`config.mk`:
```
export PLATFORM = sky130hd
export DESIGN_NAME = lnk_chan_seq
export DESIGN_NICKNAME = d
export VERILOG_FILES = /design/src/rtl/lnk_pkg.sv /design/src/rtl/lnk_dpath.sv /design/src/rtl/lnk_ctrl.sv /design/src/rtl/lnk_chan_seq.sv
export SDC_FILE = /design/constraint.sdc
export NUM_CORES = 1
export LEC_CHECK = 0
export ABC_AREA = 1
export CORE_UTILIZATION = 35
export DETAILED_ROUTE_END_ITERATION = 8
export GPL_TIMING_DRIVEN = 0
export SLEW_MARGIN = 20
export SYNTH_ARGS = -nofsm -noshare
export SYNTH_HDL_FRONTEND = slang
export SYNTH_SLANG_ARGS = --single-unit
export TNS_END_PERCENT = 5
```
`constraint.sdc`:
```
create_clock -name clk -period 3.22 [get_ports clk]
set_input_delay 0.483 -clock clk [delete_from_list [all_inputs] [get_ports clk]]
set_output_delay 0.483 -clock clk [all_outputs]
set_load 0.01 [all_outputs]
```
`src/rtl/lnk_pkg.sv`:
```
package lnk_pkg;

  localparam int WORD_W = 32;

  // descriptor word indices (order is decoded by the fetch sequence)
  localparam logic [2:0] W_HDR  = 3'd0;
  localparam logic [2:0] W_SRC  = 3'd1;
  localparam logic [2:0] W_DST  = 3'd2;
  localparam logic [2:0] W_CNT  = 3'd3;
  localparam logic [2:0] W_CFG  = 3'd4;
  localparam logic [2:0] W_NEXT = 3'd7;

  // configuration word field positions
  localparam int CFG_LINK    = 31;
  localparam int CFG_IRQMSK  = 24;
  localparam int CFG_DSTFIX  = 21;
  localparam int CFG_SRCFIX  = 20;
  localparam int CFG_DSZ_LO  = 16;
  localparam int CFG_SSZ_LO  = 12;
  localparam int HDR_VALID   = 0;

  typedef enum logic [1:0] {
    SEL_DESC = 2'd0,
    SEL_SRC  = 2'd1,
    SEL_DST  = 2'd2
  } addrSel_e;

  typedef struct packed {
    logic       loadStart;
    logic       followLink;
    logic       capWord;
    logic [2:0] wordIdx;
    logic       initXfer;
    logic       capData;
    logic       stepXfer;
    addrSel_e   addrSel;
  } ctlStrobe_t;

  typedef struct packed {
    logic hdrValid;
    logic cfgBad;
    logic lastAccess;
    logic linkMode;
    logic irqMask;
  } dpStatus_t;

endpackage

```
`src/rtl/lnk_dpath.sv`:
```
module lnk_dpath
  import lnk_pkg::*;
#(
  parameter int ADDR_W = 32
) (
  input  logic              clk,
  input  logic              rstN,
  input  ctlStrobe_t        ctl,
  input  logic [ADDR_W-1:0] startAddr,
  input  logic [WORD_W-1:0] memRdata,
  output logic [ADDR_W-1:0] memAddr,
  output logic [WORD_W-1:0] memWdata,
  output dpStatus_t         status
);

  localparam int SZ_W = 4;

  logic [ADDR_W-1:0] linkAddr, nextLink, srcAddr, dstAddr;
  logic [WORD_W-1:0] hdrWord, cntWord, dataHold, remain;
  logic [SZ_W-1:0]   srcCode, dstCode;
  logic              linkEn, irqMsk, srcFix, dstFix;

  logic [ADDR_W-1:0] descAddr, srcStep, dstStep;
  logic [WORD_W-1:0] srcMask, dstMask;
  logic              sizeOk;

  assign descAddr = linkAddr + ADDR_W'({ctl.wordIdx, 2'b00});
  assign srcStep  = ADDR_W'(1) << srcCode[2:0];
  assign dstStep  = ADDR_W'(1) << dstCode[2:0];
  assign srcMask  = (WORD_W'(1) << srcCode[2:0]) - WORD_W'(1);
  assign dstMask  = (WORD_W'(1) << dstCode[2:0]) - WORD_W'(1);
  assign sizeOk   = !srcCode[3] && !dstCode[3];

  always_ff @(posedge clk or negedge rstN) begin
    if (!rstN) begin
      linkAddr <= '0;
      nextLink <= '0;
      srcAddr  <= '0;
      dstAddr  <= '0;
      hdrWord  <= '0;
      cntWord  <= '0;
      dataHold <= '0;
      remain   <= '0;
      srcCode  <= '0;
      dstCode  <= '0;
      linkEn   <= 1'b0;
      irqMsk   <= 1'b0;
      srcFix   <= 1'b0;
      dstFix   <= 1'b0;
    end else begin
      if (ctl.loadStart)       linkAddr <= startAddr;
      else if (ctl.followLink) linkAddr <= nextLink;

      if (ctl.capWord) begin
        case (ctl.wordIdx)
          W_HDR:  hdrWord <= memRdata;
          W_SRC:  srcAddr <= memRdata[ADDR_W-1:0];
          W_DST:  dstAddr <= memRdata[ADDR_W-1:0];
          W_CNT:  cntWord <= memRdata;
          W_CFG: begin
            linkEn  <= memRdata[CFG_LINK];
            irqMsk  <= memRdata[CFG_IRQMSK];
            dstFix  <= memRdata[CFG_DSTFIX];
            srcFix  <= memRdata[CFG_SRCFIX];
            dstCode <= memRdata[CFG_DSZ_LO +: SZ_W];
            srcCode <= memRdata[CFG_SSZ_LO +: SZ_W];
          end
          W_NEXT: nextLink <= memRdata[ADDR_W-1:0];
          default: ;
        endcase
      end

      if (ctl.initXfer) remain <= cntWord >> srcCode[2:0];

      if (ctl.capData) dataHold <= memRdata;

      if (ctl.stepXfer) begin
        remain <= remain - WORD_W'(1);
        if (!srcFix) srcAddr <= srcAddr + srcStep;
        if (!dstFix) dstAddr <= dstAddr + dstStep;
      end
    end
  end

  always_comb begin
    case (ctl.addrSel)
      SEL_SRC: memAddr = srcAddr;
      SEL_DST: memAddr = dstAddr;
      default: memAddr = descAddr;
    endcase
  end

  // retire write carries the header with its valid flag dropped
  assign memWdata = (ctl.addrSel == SEL_DESC) ?
                    (hdrWord & ~(WORD_W'(1) << HDR_VALID)) : dataHold;

  assign status.hdrValid   = hdrWord[HDR_VALID];
  assign status.cfgBad     = (cntWord == '0) || !sizeOk ||
                             ((cntWord & srcMask) != '0) ||
                             ((cntWord & dstMask) != '0);
  assign status.lastAccess = (remain == WORD_W'(1));
  assign status.linkMode   = linkEn;
  assign status.irqMask    = irqMsk;

  // a fixed source address does not move across an access
  p_src_fixed_r6: assert property (@(posedge clk) disable iff (!rstN)
    (ctl.stepXfer && srcFix) |=> $stable(srcAddr));

  // a fixed destination address does not move across an access
  p_dst_fixed_r6: assert property (@(posedge clk) disable iff (!rstN)
    (ctl.stepXfer && dstFix) |=> $stable(dstAddr));

  // a transfer is never started on an inconsistent descriptor
  p_no_bad_xfer_r11: assert property (@(posedge clk) disable iff (!rstN)
    ctl.initXfer |-> !status.cfgBad);

endmodule

```
`src/rtl/lnk_ctrl.sv`:
```
module lnk_ctrl
  import lnk_pkg::*;
(
  input  logic       clk,
  input  logic       rstN,
  input  logic       start,
  input  dpStatus_t  status,
  output ctlStrobe_t ctl,
  output logic       memReq,
  output logic       memWe,
  output logic       busy,
  output logic       endIrq,
  output logic       errFlag
);

  typedef enum logic [3:0] {
    S_IDLE, S_HREQ, S_HCAP, S_HCHK, S_BREQ, S_BCAP, S_CHK,
    S_RREQ, S_RCAP, S_WREQ, S_RETIRE, S_DONE
  } state_e;

  state_e     state, stateNxt;
  logic [2:0] wordCnt;

  always_ff @(posedge clk or negedge rstN) begin
    if (!rstN) begin
      state   <= S_IDLE;
      wordCnt <= '0;
      endIrq  <= 1'b0;
      errFlag <= 1'b0;
    end else begin
      state  <= stateNxt;
      endIrq <= (state == S_DONE) && !status.irqMask;
      if (state == S_IDLE && start)                errFlag <= 1'b0;
      else if (state == S_CHK && status.cfgBad)    errFlag <= 1'b1;
      if (state == S_HCHK)                         wordCnt <= W_SRC;
      else if (state == S_BCAP)                    wordCnt <= wordCnt + 3'd1;
    end
  end

  always_comb begin
    stateNxt    = state;
    ctl         = '0;
    ctl.addrSel = SEL_DESC;
    memReq      = 1'b0;
    memWe       = 1'b0;
    case (state)
      S_IDLE: if (start) begin
        ctl.loadStart = 1'b1;
        stateNxt      = S_HREQ;
      end
      S_HREQ: begin
        memReq   = 1'b1;
        stateNxt = S_HCAP;
      end
      S_HCAP: begin
        ctl.capWord = 1'b1;
        ctl.wordIdx = W_HDR;
        stateNxt    = S_HCHK;
      end
      S_HCHK: stateNxt = status.hdrValid ? S_BREQ : S_IDLE;
      S_BREQ: begin
        memReq      = 1'b1;
        ctl.wordIdx = wordCnt;
        stateNxt    = S_BCAP;
      end
      S_BCAP: begin
        ctl.capWord = 1'b1;
        ctl.wordIdx = wordCnt;
        stateNxt    = (wordCnt == W_NEXT) ? S_CHK : S_BREQ;
      end
      S_CHK: begin
        if (status.cfgBad) stateNxt = S_IDLE;
        else begin
          ctl.initXfer = 1'b1;
          stateNxt     = S_RREQ;
        end
      end
      S_RREQ: begin
        memReq      = 1'b1;
        ctl.addrSel = SEL_SRC;
        stateNxt    = S_RCAP;
      end
      S_RCAP: begin
        ctl.capData = 1'b1;
        stateNxt    = S_WREQ;
      end
      S_WREQ: begin
        memReq       = 1'b1;
        memWe        = 1'b1;
        ctl.addrSel  = SEL_DST;
        ctl.stepXfer = 1'b1;
        stateNxt     = status.lastAccess ? S_RETIRE : S_RREQ;
      end
      S_RETIRE: begin
        memReq      = 1'b1;
        memWe       = 1'b1;
        ctl.wordIdx = W_HDR;
        stateNxt    = S_DONE;
      end
      S_DONE: begin
        if (status.linkMode) begin
          ctl.followLink = 1'b1;
          stateNxt       = S_HREQ;
        end else begin
          stateNxt = S_IDLE;
        end
      end
      default: stateNxt = S_IDLE;
    endcase
  end

  assign busy = (state != S_IDLE);

  // the end interrupt is a single-cycle pulse
  p_irq_pulse_r8: assert property (@(posedge clk) disable iff (!rstN)
    endIrq |=> !endIrq);

  // the channel only becomes busy after a start pulse
  p_busy_on_start_r2: assert property (@(posedge clk) disable iff (!rstN)
    $rose(busy) |-> $past(start));

  // the error flag rises only together with the channel stopping
  p_err_stops_r11: assert property (@(posedge clk) disable iff (!rstN)
    $rose(errFlag) |-> !busy);

  // an invalid header stops the channel on the next cycle
  p_invalid_stop_r3: assert property (@(posedge clk) disable iff (!rstN)
    (state == S_HCHK && !status.hdrValid) |=> !busy);

endmodule

```
`src/rtl/lnk_chan_seq.sv`:
```
module lnk_chan_seq
  import lnk_pkg::*;
#(
  parameter int ADDR_W = 32
) (
  input  logic              clk,
  input  logic              rstN,
  input  logic              start,
  input  logic [ADDR_W-1:0] startAddr,
  output logic              memReq,
  output logic              memWe,
  output logic [ADDR_W-1:0] memAddr,
  output logic [31:0]       memWdata,
  input  logic [31:0]       memRdata,
  output logic              busy,
  output logic              endIrq,
  output logic              errFlag
);

  ctlStrobe_t ctl;
  dpStatus_t  status;

  lnk_ctrl u_ctrl (
    .clk     (clk),
    .rstN    (rstN),
    .start   (start),
    .status  (status),
    .ctl     (ctl),
    .memReq  (memReq),
    .memWe   (memWe),
    .busy    (busy),
    .endIrq  (endIrq),
    .errFlag (errFlag)
  );

  lnk_dpath #(.ADDR_W(ADDR_W)) u_dpath (
    .clk       (clk),
    .rstN      (rstN),
    .ctl       (ctl),
    .startAddr (startAddr),
    .memRdata  (memRdata),
    .memAddr   (memAddr),
    .memWdata  (memWdata),
    .status    (status)
  );

  // a write is always a request
  p_we_needs_req_r7: assert property (@(posedge clk) disable iff (!rstN)
    memWe |-> memReq);

  // the retire write never leaves the valid flag set
  p_retire_clears_r7: assert property (@(posedge clk) disable iff (!rstN)
    (memWe && ctl.addrSel == SEL_DESC) |-> !memWdata[0]);

  // no memory traffic while idle
  p_idle_quiet_r1: assert property (@(posedge clk) disable iff (!rstN)
    !busy |-> !memReq);

endmodule

```
==> impl_summary.log <==
INFO  metric yosys_warnings = 0
INFO  metric congestion_overflow_gr = 0
INFO  metric pin_count_of_the_biggest_net_entering_global_routing = 97
INFO  metric synth_fp_nets = 2597
INFO  metric number_of_vias_per_cell_after_detailed_routing = about 5.5
INFO  metric final.min_clock_period = 3.63 ns
INFO  metric vdd.ir_drop.worst = slightly below 400 uV
INFO  metric fin_skew = about 0.032 ns
INFO  metric floorplan_row_count = about 80
INFO  metric report.final.hold_viol_count = 0
INFO  metric max_clock_freq = 276 MHz
INFO  metric launch_point_of_the_critical_path = u_ctrl.state[3]
INFO  metric ctsRootBufferMaster = clkbuf_16
INFO  metric synthFlopType = dfrtp_1
INFO  metric power.leakage = between 10 and 15 nW
INFO  metric postRouteAntennaNets = 0
INFO  metric timing.final.ws_setup = -0.407 ns
INFO  metric fp.dieW = around 230 um
INFO  metric critical_path.reg2reg.startpoint = u_dpath.srcCode[1]
INFO  metric max_slew.worst_pin.slew = ~0.9 ns
INFO  metric cpMostUsedCell = nand2_2
INFO  metric synthDistinctLibCells = between 50 and 60
INFO  metric area_inside_the_core_boundary = between 40000 and 50000 um^2
INFO  metric final_layout_size_suffix_gt1_share = about a tenth
INFO  metric grt_first_pass_wirelength = 110 mm
INFO  metric critPathMaxFanout = 3
INFO  metric edff_count_synth = 0
INFO  metric critPathKind = reg2out
INFO  metric slew_violations = 0
INFO  metric timing.reg2reg.worst_path_depth = 14
INFO  metric violated_checks = negative setup slack
INFO  metric clock_sinks = about 280
INFO  metric areaGrowthSynthToFinish = 22.5%
INFO  metric cts_inserted_buffers = 35
INFO  metric critical-path-max-stage-delay = approximately 0.40 ns
INFO  metric filler_cell_count = around 5000
INFO  metric drt_iter0_drc = ~1800
INFO  metric tritoncts = yes
INFO  metric critPathSlowestCell = dfrtp_1
INFO  metric path_delay_family = simple AND/OR/NAND/NOR gates
INFO  metric routability_driven_placement_congestion_ratio = just under 1
INFO  metric ys_ff_latch = 277
INFO  metric buffer_ports.inserted = about 140
INFO  metric finalPower = between 20 and 25 mW
INFO  metric finalCoreUtilization = between 40% and 50%
INFO  metric cp-endpoint = memAddr[20]
INFO  metric postSynth.asyncResetShare = 100%
INFO  metric rsz_0062_raised_after_global_routing = true
INFO  metric timing.critical_path.from_type = flop
INFO  metric wl_per_cell = about 22 um
INFO  metric yosys.area.top_type = dfrtp_1
INFO  metric cts.path.max_buffers = 3
INFO  metric first_global_vias = roughly 18000
INFO  metric dp_hpwl = approximately 55 mm
INFO  metric drt_pre_antenna_iters = 6
INFO  metric timing.critical_path.buf_inv = 5
INFO  metric post-synth-top-count-cell = nand2_1
INFO  metric post-synth-top-area-fraction = between 30% and 40%
INFO  metric synth_top_cells_by_count = nand2_1, o21ai_0, dfrtp_1, nor2_1, inv_1
INFO  metric run_status = finished with violations
INFO  metric post-route-cell-area = 21500 um^2
INFO  metric vias = ~19000
INFO  metric cell_area_power_density = 934 nW/um^2
INFO  metric final-setup-viol-count = 67
INFO  metric die_y = ~230 um
INFO  metric worst_setup_path_end_kind = output pin
INFO  metric worstPathRequired = about 2.7 ns
INFO  metric grt_antenna_before_repair = 7
INFO  metric insertion_delay = 0.56 ns
INFO  metric die_area = between 50000 and 60000 um^2
INFO  metric worst-r2r-setup-slack = -0.09 ns
INFO  metric timing.critical_path.cells = inv_2 -> nand2_2 -> nor2_4 -> nand2_2 -> inv_2 -> ha_4 -> inv_2 -> fa_2 -> inv_2 -> nand2_2 -> a21oi_4 -> nand2_2 -> nor2_4 -> nand2_2 -> nor2_4 -> nand2_2 -> xor2_1 -> nand2_1 -> nand2_1 -> buf_2
INFO  metric syn_inst = 2498
INFO  metric detail_route.drc_violations = 0
INFO  metric regToRegEndpoint = u_dpath.srcAddr[30]
INFO  metric final.period_utilization = 113%
INFO  metric synthesis.area = 17500 um^2
INFO  metric crit_cells = 20
INFO  metric placedInstanceArea = 19800 um^2
INFO  metric synth_top_cells_by_area = dfrtp_1, nand2_1, o21ai_0, nor2_1, inv_1
INFO  metric clk_pin_slew = 0.06 ns
INFO  metric start_util = about 36%
INFO  metric yosysSeqAreaShare = between 30% and 40%
INFO  metric max-cap-violations = 0
INFO  metric syn_area_per_cell = between 7 and 8 um^2
INFO  metric top_level_ports = ~140
INFO  metric relative_max_transition_margin = approximately 40%
INFO  metric global_route.usage.total = between 20% and 30%
INFO  metric critical_path_arrival = about 3.1 ns
INFO  metric num-nets-final = ~2800
INFO  metric holdCritPathClass = in2async
INFO  metric finalWirelength = ~73 mm
INFO  metric clock_tree.htree_level_count = 2
state kept, by name, indices dropped and copies added, names as in the netlist:
register,count
u_ctrl.wordCnt,3
u_dpath.hdrWord,32
u_ctrl.state,4
u_ctrl.endIrq,1
u_dpath.dstFix,1
u_dpath.dataHold,32
u_ctrl.errFlag,1
u_dpath.dstCode,4
u_dpath.srcCode,4
u_dpath.nextLink,32
u_dpath.dstAddr,32
u_dpath.linkAddr,32
u_dpath.linkEn,1
u_dpath.srcAddr,32
u_dpath.irqMsk,1
u_dpath.srcFix,1
u_dpath.remain,32
u_dpath.cntWord,32
area by class of cell:
class,instances,area [um^2],area share [%]
Multi-Input combinational cell,1868,9470,44.1
Sequential cell,277,6930,32.3
Timing Repair Buffer,155,1540,7.15
Clock buffer,47,981,4.57
Inverter,241,920,4.28
Tap cell,664,831,3.87
Buffer,109,601,2.80
Clock inverter,14,210,0.978
Antenna cell,3,7.51,0.0349
worst reg2reg max path: stages (launching register included):
cell     delay (ns)
dfrtp_1        0.36
buf_4          0.16
buf_2          0.19
nor2_1         0.24
inv_1          0.09
nor2_1         0.14
inv_1          0.09
fa_1           0.44
o21ai_1        0.44
nand2_1        0.14
a21oi_1        0.43
nand2_1        0.17
xor2_1         0.18
nand2_1        0.06
nand2_1        0.05
repair_timing:
action / 4_1_cts / 5_1_grt
hold buffers: 1 / 0
endpoints found under the setup margin: 67 / 76
pin swaps: 19 / 10
hold endpoints to repair: 39 / 0
resized for setup: 158 / 16
buffers inserted: 14 / 2
cells by family (layout without fill, tap and decap cells):
family,count (synthesis),after routing,synth area share [%]
AND/OR/NAND/NOR,1155,1155,27.2
AO/OA/AOI/OAI,603,603,18.4
buffers and inverters,353,566,8.11
flip-flops,277,277,39.5
XOR/XNOR,42,42,2.10
multiplexers,36,36,2.28
adder cells (fa/ha/maj),32,32,2.41
other,0,3,0
layer usage:
layer  vias up  routed length (um)  part of all wire (%)  track usage [%]
met5         -                  13                 0.018                0
met4         2                4770                   6.5             16.6
met3       208                5320                   7.3             5.18
met2       823               32400                    44             45.3
met1      8979               30700                    42             37.4
li1       8667                   -                     -                -
through the flow:
stage | setup WS [ns] | setup TNS, ns | cells | hold WS, ns
2_1_floorplan | 0.198 | 0 | 2498 | 0.187
3_3_place_gp | -10.78 | -3039.12 | 3297 | 0.459
3_5_place_dp | -1.47 | -62.33 | 3300 | 0.398
4_1_cts | -0.490 | -17.88 | 3373 | 0.407
5_1_grt | -0.602 | -26.90 | 3375 | 0.442
6_report | -0.407 | -16.89 | 3378 | 0.417
worst min-delay path by stage:
stage                             startpoint            endpoint  cells past startpoint
after floorplan                         rstN       u_ctrl.endIrq                      0
after global routing                    rstN  u_dpath.remain[27]                      2
after CTS                               rstN  u_dpath.remain[29]                      2
after detailed placement                rstN  u_dpath.hdrWord[9]                      1
final                                   rstN  u_dpath.remain[29]                      2
after global placement    u_dpath.hdrWord[1]  u_dpath.hdrWord[1]                      2
cells in the final DEF (no fill, tap or decap), types with 10 or more instances in the layout:
| cell | Yosys | layout |
|---|---|---|
| inv_1 | 227 | 223 |
| dfrtp_1 | 277 | 277 |
| clkdlybuf4s50_1 | 0 | 104 |
| o21ai_0 | 360 | 354 |
| nand2_1 | 651 | 643 |
| xor2_1 | 26 | 25 |
| buf_4 | 3 | 18 |
| nand3_1 | 137 | 134 |
| xnor2_1 | 16 | 14 |
| buf_6 | 4 | 10 |
| o21ai_1 | 10 | 12 |
| nand4_1 | 32 | 32 |
| nor2_1 | 262 | 257 |
| nand2_2 | 7 | 14 |
| nor3_1 | 35 | 33 |
| nor2_2 | 8 | 10 |
| inv_2 | 12 | 15 |
| dlygate4sd2_1 | 0 | 14 |
| buf_2 | 41 | 48 |
| o211ai_1 | 11 | 11 |
| a21oi_1 | 134 | 128 |
| clkbuf_16 | 0 | 36 |
| o22ai_1 | 42 | 40 |
| clkbuf_1 | 53 | 48 |
| mux2_2 | 32 | 32 |
| ha_1 | 29 | 25 |
where the power goes:
part / switching (mW) / internal, mW / leakage [nW]
combinational: 5.98 / 3.60 / 6.39
clock: 1.66 / 2.54 / 0.577
sequential: 1.49 / 4.81 / 3.08
(Power assumes the default switching activity.)
